**src/rtl/irq_nest_pkg.sv**
```systemverilog
package irq_nest_pkg;

  // Strobes sent from control to datapath each cycle
  typedef struct packed {
    logic accept;   // an interrupt is taken this cycle
    logic isBrk;    // the taken interrupt is the software break
    logic setI;     // enable-interrupts instruction
    logic clrI;     // disable-interrupts instruction
    logic pop;      // return from interrupt
    logic clrB;     // table call 0
    logic wrHi;     // high enable register write
    logic wrLo;     // low enable register write
  } ctl_stb_t;

  // Status pair saved on entry
  typedef struct packed {
    logic iFlag;
    logic bFlag;
  } status_t;

endpackage

```
**src/rtl/irq_nest_control.sv**
```systemverilog
module irq_nest_control
  import irq_nest_pkg::*;
#(
  parameter int EN_W = 8,
  localparam int NUM_SRC = 2 * EN_W,
  localparam int VEC_W = $clog2(2 * EN_W)
) (
  input  logic                 clk,
  input  logic                 rstN,
  input  logic [NUM_SRC-1:1]   irqReq,
  input  logic                 brkStb,
  input  logic                 tcallStb,
  input  logic                 eiStb,
  input  logic                 diStb,
  input  logic                 retiStb,
  input  logic                 enWrHi,
  input  logic                 enWrLo,
  input  logic [NUM_SRC-1:1]   enVec,
  input  logic                 iFlag,
  output ctl_stb_t             stb,
  output logic                 ackPulse,
  output logic [VEC_W-1:0]     ackVec
);

  logic [NUM_SRC-1:1] reqPrev;
  logic [NUM_SRC-1:1] hwPend;
  logic               brkPend;
  logic [NUM_SRC-1:1] elig;
  logic [NUM_SRC-1:1] clrMask;
  logic [VEC_W-1:0]   winVec;
  logic               winHit;
  logic               coreBusy;
  logic               acceptNow;
  logic               takeBrk;

  // Fixed polling order: later (higher) index overrides earlier
  always_comb begin
    elig   = hwPend & enVec & {(NUM_SRC-1){iFlag}};
    winVec = '0;
    winHit = 1'b0;
    for (int i = 1; i < NUM_SRC; i++) begin
      if (elig[i]) begin
        winVec = VEC_W'(i);
        winHit = 1'b1;
      end
    end
  end

  assign coreBusy  = eiStb | diStb | retiStb | tcallStb | enWrHi | enWrLo;
  assign acceptNow = !coreBusy && (winHit || brkPend);
  assign takeBrk   = acceptNow && !winHit;

  always_comb begin
    for (int i = 1; i < NUM_SRC; i++) begin
      clrMask[i] = acceptNow && winHit && (winVec == VEC_W'(i));
    end
  end

  always_ff @(posedge clk) begin
    if (!rstN) begin
      reqPrev  <= '0;
      hwPend   <= '0;
      brkPend  <= 1'b0;
      ackPulse <= 1'b0;
      ackVec   <= '0;
    end else begin
      reqPrev  <= irqReq;
      hwPend   <= (hwPend & ~clrMask) | (irqReq & ~reqPrev);
      brkPend  <= (brkPend & ~takeBrk) | brkStb;
      ackPulse <= acceptNow;
      ackVec   <= takeBrk ? '0 : winVec;
    end
  end

  always_comb begin
    stb.accept = acceptNow;
    stb.isBrk  = takeBrk;
    stb.setI   = eiStb;
    stb.clrI   = diStb;
    stb.pop    = retiStb;
    stb.clrB   = tcallStb;
    stb.wrHi   = enWrHi;
    stb.wrLo   = enWrLo;
  end

  // a hardware vector is only granted while the master flag was set
  a_r3_hw_needs_i: assert property (@(posedge clk) disable iff (!rstN)
    (ackPulse && ackVec != '0) |-> $past(iFlag));

  // the break vector is granted only when no hardware source was eligible
  a_r2_brk_lowest: assert property (@(posedge clk) disable iff (!rstN)
    (ackPulse && ackVec == '0) |-> ($past(elig) == '0));

  // a core strobe never coincides with the datapath seeing an accept
  a_r11_busy_blocks: assert property (@(posedge clk) disable iff (!rstN)
    (eiStb || diStb || retiStb || tcallStb || enWrHi || enWrLo) |=> !ackPulse);

endmodule

```
**src/rtl/irq_nest_datapath.sv**
```systemverilog
module irq_nest_datapath
  import irq_nest_pkg::*;
#(
  parameter int EN_W = 8,
  parameter int STACK_DEPTH = 4,
  localparam int SP_W = $clog2(STACK_DEPTH + 1),
  localparam int IDX_W = (STACK_DEPTH > 1) ? $clog2(STACK_DEPTH) : 1
) (
  input  logic            clk,
  input  logic            rstN,
  input  ctl_stb_t        stb,
  input  logic [EN_W-1:0] wrData,
  output logic [EN_W-1:0] enHi,
  output logic [EN_W-1:0] enLo,
  output logic            iFlag,
  output logic            bFlag,
  output logic            stackOvf
);

  status_t          stackMem [STACK_DEPTH];
  logic [SP_W-1:0]  sp;
  logic             stackFull;
  logic             stackEmpty;
  logic [IDX_W-1:0] wrIdx;
  logic [IDX_W-1:0] topIdx;

  assign stackFull  = (sp == SP_W'(STACK_DEPTH));
  assign stackEmpty = (sp == '0);
  assign wrIdx      = IDX_W'(sp);
  assign topIdx     = IDX_W'(sp - 1'b1);

  always_ff @(posedge clk) begin
    if (stb.accept && !stackFull) begin
      stackMem[wrIdx] <= '{iFlag: iFlag, bFlag: bFlag};
    end
  end

  always_ff @(posedge clk) begin
    if (!rstN) begin
      enHi     <= '0;
      enLo     <= '0;
      iFlag    <= 1'b0;
      bFlag    <= 1'b0;
      stackOvf <= 1'b0;
      sp       <= '0;
    end else begin
      if (stb.wrHi) enHi <= wrData;
      if (stb.wrLo) enLo <= wrData;
      if (stb.accept) begin
        if (stackFull) stackOvf <= 1'b1;
        else           sp <= sp + 1'b1;
        iFlag <= 1'b0;
        bFlag <= stb.isBrk;
      end else if (stb.pop) begin
        if (!stackEmpty) begin
          iFlag <= stackMem[topIdx].iFlag;
          bFlag <= stackMem[topIdx].bFlag;
          sp    <= sp - 1'b1;
        end
      end else begin
        if (stb.setI)      iFlag <= 1'b1;
        else if (stb.clrI) iFlag <= 1'b0;
        if (stb.clrB)      bFlag <= 1'b0;
      end
    end
  end

  // acceptance leaves the master flag clear
  a_r6_accept_clears_i: assert property (@(posedge clk) disable iff (!rstN)
    stb.accept |=> !iFlag);

  // break acceptance sets the break flag
  a_r6_brk_sets_b: assert property (@(posedge clk) disable iff (!rstN)
    (stb.accept && stb.isBrk) |=> bFlag);

  // overflow is sticky
  a_r9_ovf_sticky: assert property (@(posedge clk) disable iff (!rstN)
    stackOvf |=> stackOvf);

  // the pointer never passes the depth
  a_r9_sp_bound: assert property (@(posedge clk) disable iff (!rstN)
    sp <= SP_W'(STACK_DEPTH));

  // a pop on an empty stack leaves both flags unchanged
  a_r8_empty_pop_holds: assert property (@(posedge clk) disable iff (!rstN)
    (stb.pop && !stb.accept && stackEmpty) |=> (iFlag == $past(iFlag) && bFlag == $past(bFlag)));

endmodule

```
**src/rtl/irq_nest_ctrl.sv**
```systemverilog
module irq_nest_ctrl
  import irq_nest_pkg::*;
#(
  parameter int EN_W = 8,
  parameter int STACK_DEPTH = 4,
  localparam int NUM_SRC = 2 * EN_W,
  localparam int VEC_W = $clog2(2 * EN_W)
) (
  input  logic               clk,
  input  logic               rstN,
  input  logic [NUM_SRC-1:1] irqReq,
  input  logic               brkStb,
  input  logic               tcallStb,
  input  logic               eiStb,
  input  logic               diStb,
  input  logic               retiStb,
  input  logic               enWrHi,
  input  logic               enWrLo,
  input  logic [EN_W-1:0]    enWrData,
  output logic               ackPulse,
  output logic [VEC_W-1:0]   ackVec,
  output logic [EN_W-1:0]    enHi,
  output logic [EN_W-1:0]    enLo,
  output logic               iFlag,
  output logic               bFlag,
  output logic               stackOvf
);

  ctl_stb_t             stb;
  logic [NUM_SRC-1:0]   enAll;

  assign enAll = {enHi, enLo};

  irq_nest_control #(.EN_W(EN_W)) ctrl_i (
    .clk      (clk),
    .rstN     (rstN),
    .irqReq   (irqReq),
    .brkStb   (brkStb),
    .tcallStb (tcallStb),
    .eiStb    (eiStb),
    .diStb    (diStb),
    .retiStb  (retiStb),
    .enWrHi   (enWrHi),
    .enWrLo   (enWrLo),
    .enVec    (enAll[NUM_SRC-1:1]),
    .iFlag    (iFlag),
    .stb      (stb),
    .ackPulse (ackPulse),
    .ackVec   (ackVec)
  );

  irq_nest_datapath #(.EN_W(EN_W), .STACK_DEPTH(STACK_DEPTH)) dpath_i (
    .clk      (clk),
    .rstN     (rstN),
    .stb      (stb),
    .wrData   (enWrData),
    .enHi     (enHi),
    .enLo     (enLo),
    .iFlag    (iFlag),
    .bFlag    (bFlag),
    .stackOvf (stackOvf)
  );

endmodule

```
**config.mk**
```make
export PLATFORM = sky130hd
export DESIGN_NAME = irq_nest_ctrl
export DESIGN_NICKNAME = d
export VERILOG_FILES = /design/src/rtl/irq_nest_pkg.sv /design/src/rtl/irq_nest_control.sv /design/src/rtl/irq_nest_datapath.sv /design/src/rtl/irq_nest_ctrl.sv
export SDC_FILE = /design/constraint.sdc
export NUM_CORES = 1
export LEC_CHECK = 0
export ABC_AREA = 1
export BUFFER_PORTS_ARGS = -buffer_cell sky130_fd_sc_hd__clkbuf_2
export CAP_MARGIN = 20
export CORE_UTILIZATION = 42
export CTS_CLUSTER_SIZE = 16
export DETAILED_ROUTE_END_ITERATION = 7
export GPL_TIMING_DRIVEN = 1
export PLACE_DENSITY_LB_ADDON = 0.3
export SLEW_MARGIN = 20
export SYNTH_ARGS = -nofsm -noshare
export SYNTH_HDL_FRONTEND = slang
export SYNTH_SLANG_ARGS = --single-unit
```
**constraint.sdc**
```tcl
create_clock -name clk -period 2.15 [get_ports clk]
set_input_delay 0.43 -clock clk [delete_from_list [all_inputs] [get_ports clk]]
set_output_delay 0.43 -clock clk [all_outputs]
set_load 0.03 [all_outputs]
```
**Yosys cells after proc, flatten, opt, wreduce, memory -nomap -nowiden**

Memory sizes are Yosys's and may differ from the RTL's.
Index checks and enable logic that the tools add are counted.

- Add/sub/neg operators: 2
- Equal/unequal tests: 20
- Muxes and demuxes: 44
- Bitwise gates (word level): 16
- Reductions and logical operators: 33

Operators by type and width:

| kind | count |
|---|---|
| bitwise AND 15 bit | 4 |
| == test 4 bit, second input constant | 8 |
| 2-to-1 mux 4 bit | 8 |
| inverter 15 bit | 2 |
| 2-to-1 mux 1 bit | 26 |
| 2-to-1 mux 3 bit | 8 |
| logical AND 1 bit | 19 |
| == test 4 x 3 -> 1 bit, second input constant | 4 |
| OR 15 bit | 1 |
| == test 4 x 2 -> 1 bit, second input constant | 2 |
| != test 2 bit, second input constant | 3 |
| OR 1 bit | 6 |
| AND reduction 2 bit | 3 |
| nonzero test 3 bit | 2 |
| == test 4 x 1 -> 1 bit, second input constant | 1 |
| 2-to-1 mux 2 bit | 2 |
| OR reduction 2 bit | 2 |
| adder 3 x 1 -> 3 bit, second input constant | 1 |
| == test 3 bit, second input constant | 1 |
| logical NOT 1 bit | 3 |
| logical NOT 3 bit | 1 |
| != test 3 bit, second input constant | 1 |
| AND reduction 3 bit | 1 |
| subtractor 3 x 1 -> 3 bit, second input constant | 1 |
| 4 further kinds | 5 |

- Register bits: 58
- Memory bits (writable): 8
- Input port bits: 32
- Output and inout port bits: 24
- Logic and storage cells: 127
- Memories: 1

Memories:

| name | depth | bits a word | read ports | clocked after memory_dff | write ports | line | text |
|---|---|---|---|---|---|---|---|
| dpath_i.stackMem | 4 | 2 | 1 | 0 | 1 | irq_nest_datapath.sv:20 | `status_t stackMem [STACK_DEPTH];` |

**Longest topological paths before layout**

Gate-level depths: netlist of the first run.

- Depth in word-level cells: 24
- Depth in mapped cells: 20
- Mapped depth without buffers: 19

**Modules after synthesis**

From an unflattened synthesis of the first run, not the netlist that was laid out.

- Cells, all modules: 385
- Area, all modules: 2915.3 sq um

Modules (own cells, without submodules):

| module | instances | cells each | area each (sq um) | sequential area each (sq um) |
|---|---|---|---|---|
| irq_nest_control | 1 | 224 | 1644.1 | 720.7 |
| irq_nest_datapath | 1 | 161 | 1271.2 | 680.7 |

**Least setup slack after synthesis of the first run**

No wires, ideal clock.

- Path type: reg-to-reg
- Start: register dpath_i.iFlag
- End: register dpath_i.sp[2]
- Library setup time: 113 ps
- Arrival: 1932 ps
- Required time: 2037 ps
- Slack: 105 ps
- Stages on the path, launching flop included: 16
- Path buffers: 0
- Clock period less this slack: 2045 ps
- Path through: dfxtp_1 -> nand3_2 -> nand2_1 -> nor2_4 -> nand2_2 -> nor2_4 -> nand2_4 -> nand2_4 -> nand2_4 -> inv_4 -> nand2_2 -> nand2_2 -> a211oi_2 -> nand2_1 -> nand2_1 -> nor2_1

- Cells in the longest elaborated chain, start to end: 20
- Elaborated cells on any way between the ends: 23
- Classes of those cells: 2 x eq/ne; 16 x mux; 1 x bitwise; 4 x reduce/logical

Ends and longest elaborated chain:

| element | line | text |
|---|---|---|
| from (decl) | irq_nest_datapath.sv:15 | `output logic iFlag,` |
| from (signal assigned) | irq_nest_datapath.sv:56 | `iFlag <= stackMem[topIdx].iFlag;` |
| bitwise AND 15 bit * | irq_nest_control.sv:38 | `elig = hwPend & enVec & {(NUM_SRC-1){iFlag}};` |
| 2-to-1 mux 1 bit (14 in series) | irq_nest_control.sv:42 | `if (elig[i]) begin` |
| 2-to-1 mux 1 bit * | irq_nest_control.sv:42 |  |
| logical OR 1 bit * | irq_nest_control.sv:50 | `assign acceptNow = !coreBusy && (winHit \|\| brkPend);` |
| logical AND 1 bit * | irq_nest_control.sv:50 |  |
| != test 2 bit (no line) / nonzero test 2 bit (equally long branches) | - |  |
| AND reduction 3 bit (no line) | - |  |
| to (signal assigned) | irq_nest_datapath.sv:51 | `else sp <= sp + 1'b1;` |
| to (signal assigned) | irq_nest_datapath.sv:58 | `sp <= sp - 1'b1;` |
| to (decl) | irq_nest_datapath.sv:21 | `logic [SP_W-1:0] sp;` |

Every way passes the cells marked *; elsewhere a longest branch is shown, timed or not.
A chain may end at the register's enable or synchronous reset.

**Final worst setup path of the first run**

Ends and elaborated chain as after synthesis.

==> results.cfg, run 1 <==
[sta]
fin_setup_tns_ns = 0
finalSetupViolations = 0
slew-limit-headroom_pct = 58.4
worstMarginPinSlew_ns = 0.624
min_period_over_period_pct = 89.8
clock.fmax_mhz = 518
finClkSkew_ns = 0.00782
slew_violations = 0
whs_ns = 0.269
grt_setup_unrepaired = false
period_needed_ns = 1.93
final_hold_viol_count = 0

[clock_network]
clk_latency_ns = 0.35
ctsHoldBuffers = 0
postCtsSetupBuffers = 0
cts_max_level = 3
cts-root-buf = clkbuf_8
clock_sinks = 66
cts_buffers = 9
cts_tree = done
clockBufferDepth = 2
cts.clk_slew.worst_paths_ns = 0.07

[worst_setup_path]
arrival_ns = 2.18
regToRegSetupSlack_ns = 0.22
cp-start-kind = flop
crit_type = flop to flop
crit_fanout = 15
worstPathRequired_ns = 2.39
critPathCaptureType = flop

[yosys]
netlist_instances = 359
netlist.area_leader.share_pct = 41.0
synth_nets = 396
yosysUniqueCellTypes = 32
ys_seq_area_share_pct = 49.5
synth_simple_gate_area_share_pct = 31.6
synth_top_area_cell = dfxtp_1
syn_avg_cell_area_um2 = 7.89
synth_top_family_by_area = simple AND/OR/NAND/NOR gates
netlist_area_um2 = 2830
synth_fa_ha_area_share_pct = 2.21
muxShareOfSynthArea_pct = 0
yosysWarnings = 0
synth_compound_area_share_pct = 9.10
yosys-top-cells-area = dfxtp_1 41%, nand2_1 9.0%, edfxtp_1 8.5%
synthXorXnorAreaFrac_pct = 0.309
ys_ff_latch = 66

[floorplanning]
io_pins = 56
die_w_um = 84.1
die_h_um = 84.1
rows = 29
fp.dieArea_um2 = 7070
coreArea_um2 = 6420
initial_core_util_pct = 44.1

[power]
leakage_uw = 0.00174
irDropWorstVdd_mv = 0.483
power_density_nw_per_um2 = 857
p_total_uw = 2940

[global_route]
grt_use_met3_pct = 7.22
grt_pass1_vias = 2302
grt_pass1_wl_um = 10900
antenna_found_initial = 0
track_usage_pct = 20.4
grt.overflow.total = 0
grt_max_degree = 35
grt_use_met2_pct = 33.6
grt_use_met1_pct = 24.7
grt.busiest_layer = met2

[layout]
final_cell_area_um2 = 3430
antenna_cells = 0
utilization_pct = 53.4
drive_gt1_share_pct = 26.6
fin_nets = 466
area_growth_pct = 21.1

[drt]
finalWirelength_um = 6640
vias_per_cell = 4.87
antenna_left = 0
first_iter_violations = 87
route.detailed.drc = 8
via_count = 2485
wire_per_inst_um = 13.0
dr.pass1.iters = 6

[placed_design]
gp_congestion = 0.807
hpwlAfterDp_um = 5000
io_buffers = 55
place_area_um2 = 3260

[job]
maxCapViolCount = 0

[status]
status = finished with violations
violations = design-rule violations

[worst_hold_path]
hold_path_class = input port to flop
[path summary, 6_finish.rpt]
path | start | end | depth (start not counted)
setup reg to reg | dpath_i.iFlag | dpath_i.sp[2] | 15
hold / removal | irqReq[11] | ctrl_i.reqPrev[11] | 3
hold reg to reg | ctrl_i.reqPrev[8] | ctrl_i.hwPend[8] | 1
setup / recovery | dpath_i.iFlag | dpath_i.sp[2] | 15
[flip-flops by register name (all words and copies together), names as in the netlist, 3 cells and up]
register,cells
dpath_i.enLo,8
ctrl_i.reqPrev,15
ctrl_i.hwPend,15
ctrl_i.ackVec,4
dpath_i.stackMem,8
dpath_i.enHi,8
dpath_i.sp,3
[synth_stat cells]
library cell / count
nor2_1: 54
o21bai_1: 1
clkinv_1: 2
nand2_4: 5
nand2_2: 7
a21oi_1: 9
inv_2: 4
nand3_4: 1
nand4_1: 4
dfxtp_1: 58
nand2_1: 68
a31oi_1: 1
xor2_1: 1
buf_6: 1
buf_1: 1
ha_1: 5
nor2_2: 1
nor3_1: 5
o21ai_0: 30
or2_2: 6
nor2_4: 4
or2_1: 1
nand3_1: 29
edfxtp_1: 8
a221o_1: 1
inv_1: 38
nand3_2: 3
o22ai_1: 3
clkbuf_1: 5
inv_4: 1
o21a_1: 1
a211oi_2: 1
[kinds of logic after synthesis]
logic type,count (synthesis)
buffers and inverters,52
adder cells (fa/ha/maj),5
XOR/XNOR,1
flip-flops,66
AND/OR/NAND/NOR,188
AO/OA/AOI/OAI,47
[repair_timing]
action                                 in CTS  in global routing
endpoints found under the hold margin       0                  0
setup endpoints to repair                   0                  1
gates resized for setup                     0                  3
[area by class of cell]
class | count | area, um^2
clock buffer | 11 | 131
clock inverter | 4 | 20.0
fill | 642 | 2990
inverter | 45 | 171
multi-input combinational | 241 | 1240
sequential | 66 | 1400
tap | 77 | 96.3
timing repair buffer | 66 | 370
[stage by stage]
step	std cells	setup WS (ns)
2_1_floorplan	359	0.105
3_3_place_gp	495	0.115
3_5_place_dp	495	0.0348
4_1_cts	510	0.120
5_1_grt	510	0.0265
6_report	510	0.219
[worst max-delay path, stage by stage, from the launching register on]
cell      delay [ns]
dfxtp_1         0.34
buf_12          0.16
nand3_1         0.09
nand2_1         0.11
nor2_4          0.14
nand2_2         0.09
nor2_4          0.10
nand2_4         0.07
nand2_4         0.08
nand2_4         0.10
nand3_2         0.09
nand2_2         0.08
a211oi_2        0.18
nand2_1         0.07
nand2_1         0.06
nor2_1          0.05
[cell usage in the layout (no fill, tap or decap), types with 5 or more instances in the layout]
cell and n:
nand2_1 67, dfxtp_1 58, clkbuf_2 55, nor2_1 54
inv_1 38, o21ai_0 30, nand3_1 27, buf_4 10
a21oi_1 9, clkbuf_8 9, nand2_2 8, edfxtp_1 8
or2_2 6, nand2_4 5, nand3_2 5, nor3_1 5
ha_1 5
[power by group]
part,switching (uW),leakage [uW],internal [uW]
combinational,420,0.00110,230
clock,447,0.0000827,404
sequential,82.9,0.000555,1360
total,950,0.00174,1990
[layer usage]
metal / vias up / part of all wire [%]
li1: 1283 / -
met1: 1135 / 45
met2: 60 / 49
met3: 7 / 5.4
met4: 0 / 1.3
met5: - / 0
(Power assumes the default switching activity.)
==> run 2: changes to the inputs <==
--- a/config.mk
+++ b/config.mk
@@ -13,6 +13,7 @@
 export DETAILED_ROUTE_END_ITERATION = 7
 export GPL_TIMING_DRIVEN = 1
 export PLACE_DENSITY_LB_ADDON = 0.3
+export REMOVE_ABC_BUFFERS = 1
 export SLEW_MARGIN = 20
 export SYNTH_ARGS = -nofsm -noshare
 export SYNTH_HDL_FRONTEND = slang
==> run 2 against run 1 <==
Against the previous run:
- the run still ends with design-rule violations left
- sequential share of layout area down 0.24 points
- clock skew up 0.0026 ns
- first-iteration DRC count up 90%
- register-to-register slack worse by 0.03 ns
- sequential power about the same
- fmax down 1.6%
- die area unchanged
- count of clock-buffer cells in the layout up 2
- via count about the same
- hold slack better by 0.0029 ns
- highest routed layer unchanged
==> results.cfg, run 2 (synthesized netlist as in run 1, its figures left out) <==
[status]
status = finished with violations
violations = design-rule violations

[floorplanning]
initial_core_util_pct = 44.1
die_w_um = 84.1
io_pins = 56
fp.dieArea_um2 = 7070
die_h_um = 84.1
rows = 29
coreArea_um2 = 6420

[worst_hold_path]
hold_path_class = input port to flop

[global_route]
track_usage_pct = 20.3
grt.overflow.total = 0
grt_max_degree = 36
grt_pass1_vias = 2422
antenna_found_initial = 0
grt_pass1_wl_um = 11000

[worst_setup_path]
worstPathRequired_ns = 2.40
regToRegSetupSlack_ns = 0.19
cp-start-kind = flop
r2r_cells = 15
endpoint = dpath_i.sp[2]
reg2reg_to = dpath_i.sp[2]
crit_fanout = 12
cp-startpoint = dpath_i.iFlag
critPathCaptureType = flop
arrival_ns = 2.22
timing.rr.start = dpath_i.iFlag
crit_type = flop to flop

[sta]
slew-limit-headroom_pct = 56.6
fin_setup_tns_ns = 0
finalSetupViolations = 0
finClkSkew_ns = 0.0104
clock.fmax_mhz = 510
worstMarginPinSlew_ns = 0.651
slew_violations = 0
period_needed_ns = 1.96
min_period_over_period_pct = 91.3
final_hold_viol_count = 0
grt_setup_unrepaired = false
whs_ns = 0.272

[clock_network]
cts_max_level = 3
clk_latency_ns = 0.35
cts_tree = done
cts.clk_slew.worst_paths_ns = 0.07
ctsHoldBuffers = 0
cts-root-buf = clkbuf_8
clock_sinks = 66
postCtsSetupBuffers = 0
cts_buffers = 9
clockBufferDepth = 2

[drt]
via_count = 2483
route.detailed.drc = 8
wire_per_inst_um = 12.9
dr.pass1.iters = 6
first_iter_violations = 165
antenna_left = 0
finalWirelength_um = 6600
vias_per_cell = 4.86

[layout]
utilization_pct = 53.7
antenna_cells = 0
instances_no_fill = 511
drive_gt1_share_pct = 26.3
layout_commonest_cell = nand2_1
fin_nets = 466
area_growth_pct = 21.8
reg_top3 = ctrl_i.hwPend x15, ctrl_i.reqPrev x15
most-common-layout-cells = 67 x nand2_1, 58 x dfxtp_1, 55 x clkbuf_2

[placed_design]
gp_congestion = 0.856
io_buffers = 55
hpwlAfterDp_um = 4950
post-place-cells = 495

[power]
irDropWorstVdd_mv = 0.372
p_total_uw = 3110
leakage_uw = 0.00175
power_density_nw_per_um2 = 901

[job]
maxCapViolCount = 0
## run 2: final cells by class
class                      instances  area (um^2)
sequential                        66         1400
timing repair buffer              66          358
tap                               77         96.3
clock inverter                     3         40.0
inverter                          45          171
fill                             621         2970
clock buffer                      13          149
multi-input combinational        241         1230
## run 2: what timing repair did
action                                  in CTS  in global routing
hold endpoints to repair                     0                  0
resized for setup                            0                  2
endpoints found under the setup margin       0                  1
## run 2: how the worst min path moves through the flow
stage                            start                 end  depth (start not counted)
CTS                          irqReq[7]   ctrl_i.reqPrev[7]                          3
global route                irqReq[14]  ctrl_i.reqPrev[14]                          3
detailed placement   ctrl_i.reqPrev[5]    ctrl_i.hwPend[5]                          1
floorplan           ctrl_i.reqPrev[14]   ctrl_i.hwPend[14]                          1
finish                       irqReq[7]   ctrl_i.reqPrev[7]                          3
global placement     ctrl_i.reqPrev[5]    ctrl_i.hwPend[5]                          1
## run 2: report_power, final
group          switching, uW  internal [uW]
registers               77.0           1350
logic                    434            231
clock network            446            565
total                    957           2150
## run 2: per-layer routing
layer | vias up | wire, um | global-route usage [%]
met3 | 9 | 341 | 5.64
met2 | 68 | 3170 | 33.2
met5 | - | 0 | 0
li1 | 1283 | - | -
met4 | 0 | 78 | 8.62
met1 | 1123 | 3020 | 25.3
## run 2: stage by stage
step / setup slack [ns] / cell area, um^2
after global routing: 0.0144 / 3450
final: 0.188 / 3450
after detailed placement: -0.00610 / 3250
after floorplan: -0.150 / 2800
after CTS: 0.160 / 3440
after global placement: 0.0875 / 3250
## run 2: worst max-delay path, cell delays in order (launching register included)
cell	delay, ns
dfxtp_1	0.31
buf_4	0.19
nand3_1	0.11
nand2_1	0.12
nor2_4	0.14
nand2_2	0.09
nor2_4	0.10
nand2_4	0.07
nand2_4	0.08
nand2_4	0.09
nand3_1	0.12
nand2_2	0.09
a211oi_2	0.18
nand2_1	0.08
nand2_1	0.06
nor2_1	0.04
==> run 3: changes to the inputs <==
--- a/config.mk
+++ b/config.mk
@@ -8,7 +8,7 @@
 export ABC_AREA = 1
 export BUFFER_PORTS_ARGS = -buffer_cell sky130_fd_sc_hd__clkbuf_2
 export CAP_MARGIN = 20
-export CORE_UTILIZATION = 42
+export CORE_UTILIZATION = 39
 export CTS_CLUSTER_SIZE = 16
 export DETAILED_ROUTE_END_ITERATION = 7
 export GPL_TIMING_DRIVEN = 1
==> run 3 against run 2 <==
Against the previous run:
- the flow now finishes without violations
- final cell count increased by 3.7%
- non-clock buffer count unchanged
- core utilization decreased by 2.7 points
- fmax decreased by 2.0%
- sequential cell count unchanged
- clock power increased by 12%
- die area increased by 7.5%
- design area increased by 2.1%
- critical path type unchanged
- largest power group unchanged
==> results.cfg, run 3 (synthesized netlist as in run 1, its figures left out) <==
[clock_network]
cts_max_level = 3
clock_sinks = 66
cts_tree = done
cts.clk_slew.worst_paths_ns = 0.07
clk_latency_ns = 0.34
clockBufferDepth = 2
cts-root-buf = clkbuf_8
ctsHoldBuffers = 0
cts_buffers = 9

[power]
power_density_nw_per_um2 = 921
leakage_uw = 0.00177
irDropWorstVdd_mv = 0.427

[drt]
finalWirelength_um = 6530
dr.pass1.iters = 4
first_iter_violations = 143
vias_per_cell = 4.64
via_count = 2461
wire_per_inst_um = 12.3
antenna_left = 0
route.detailed.drc = 0

[sta]
slew-limit-headroom_pct = 59.9
finalSetupViolations = 0
clock.fmax_mhz = 499
worstMarginPinSlew_ns = 0.601
whs_ns = 0.277
min_period_over_period_pct = 93.1
final_hold_viol_count = 0
finClkSkew_ns = 0.00946
period_needed_ns = 2.00
setup_slack_ns = 0.148
slew_violations = 0
grt_setup_unrepaired = true

[worst_setup_path]
cp_num_buf_inv = 1
cp-startpoint = dpath_i.iFlag
worstPathRequired_ns = 2.38
cp_top_family = simple AND/OR/NAND/NOR gates
slowest_stage = dfxtp_2
arrival_ns = 2.24
endpoint = dpath_i.sp[2]
crit_type = flop to flop
r2r_cells = 15
crit_chain = buf_4, nand3_1, nand2_1, nor2_4, nand2_2, nor2_4, nand2_4, nand2_4, nand2_4, nand3_1, nand2_2, a211oi_2, nand2_1, nand2_1, nor2_1
slowest_delay_ns = 0.33
cp-start-kind = flop
reg2reg_to = dpath_i.sp[2]
timing.rr.start = dpath_i.iFlag
crit_cells = 15
regToRegSetupSlack_ns = 0.15
crit_fanout = 12
critPathCaptureType = flop

[layout]
instances_no_fill = 530
seqCellArea_um2 = 1400
area_growth_pct = 24.3
layout_commonest_cell = nand2_1
fin_nets = 466
drive_gt1_share_pct = 26.7
multiInputGateArea_um2 = 1230
reg_top3 = ctrl_i.hwPend x15, ctrl_i.reqPrev x15
most-common-layout-cells = 67 x nand2_1, 57 x dfxtp_1, 55 x clkbuf_2
antenna_cells = 0
fill_cells = 720

[global_route]
antenna_found_initial = 0
grt_max_degree = 30
grt.overflow.total = 0
track_usage_pct = 19.0
grt_pass1_vias = 2357
grt_pass1_wl_um = 10800

[placed_design]
dp_slack_ns = 0.0366
gp_congestion = 0.900
hpwlAfterDp_um = 5050
post-place-cells = 514
io_buffers = 55

[floorplanning]
coreArea_um2 = 6910
initial_core_util_pct = 41.0
fp.dieArea_um2 = 7600
io_pins = 56
rows = 30
die_w_um = 87.2
die_h_um = 87.2

[job]
maxCapViolCount = 0

[worst_hold_path]
hold_path_class = input port to flop

[status]
status = completed
## run 3: per-stage QoR
step | TNS, ns | util (%) | instance area, um^2 | power (uW)
final | 0 | 51.0 | 3520 | 3240
after global routing | -0.00669 | 51.0 | 3520 | 3400
after CTS | 0 | 50.8 | 3510 | 3260
after detailed placement | 0 | 47.6 | 3290 | 2130
after global placement | 0 | 47.6 | 3290 | 2110
after floorplan | -1.14 | - | 2800 | 1880
## run 3: routing by layer
metal / wire length [um] / vias up / track usage, %
met4: 146 / 0 / 9.69
li1: - / 1289 / -
met1: 3000 / 1106 / 23.2
met3: 361 / 14 / 5.02
met2: 3010 / 52 / 30.9
met5: 0 / - / 0
## run 3: what timing repair did
action                     4_1_cts  5_1_grt
setup endpoints to repair        0        4
gates resized for setup          0        4
buffers inserted                 0        0
## run 3: worst min-delay path, delay by kind of cell
kind | cells | cell delay (ns)
AND/OR/NAND/NOR | 1 | 0.05
buffers and inverters | 2 | 0.12
## run 3: power by group
group          switching, uW  leakage, uW  internal [uW]
logic                    446      0.00110            242
clock network            450     0.000109            680
registers               65.6     0.000556           1360
## run 3: layout make-up
| cell class | count | area share, % |
|---|---|---|
| Clock buffer | 11 | 4.02 |
| Clock inverter | 5 | 2.20 |
| Inverter | 45 | 4.87 |
| Multi-Input combinational cell | 241 | 35.0 |
| Sequential cell | 66 | 39.9 |
| Tap cell | 96 | 3.41 |
| Timing Repair Buffer | 66 | 10.6 |
## run 3: how the worst min path moves through the flow
stage | startpoint | end | slack, ns | cells past startpoint
after floorplan | ctrl_i.reqPrev[14] | ctrl_i.hwPend[14] | 0.40 | 1
after global placement | ctrl_i.reqPrev[4] | ctrl_i.hwPend[4] | 0.40 | 1
after detailed placement | ctrl_i.reqPrev[4] | ctrl_i.hwPend[4] | 0.41 | 1
after CTS | irqReq[7] | ctrl_i.reqPrev[7] | 0.26 | 3
after global routing | irqReq[4] | ctrl_i.reqPrev[4] | 0.28 | 3
final | irqReq[11] | ctrl_i.reqPrev[11] | 0.28 | 3
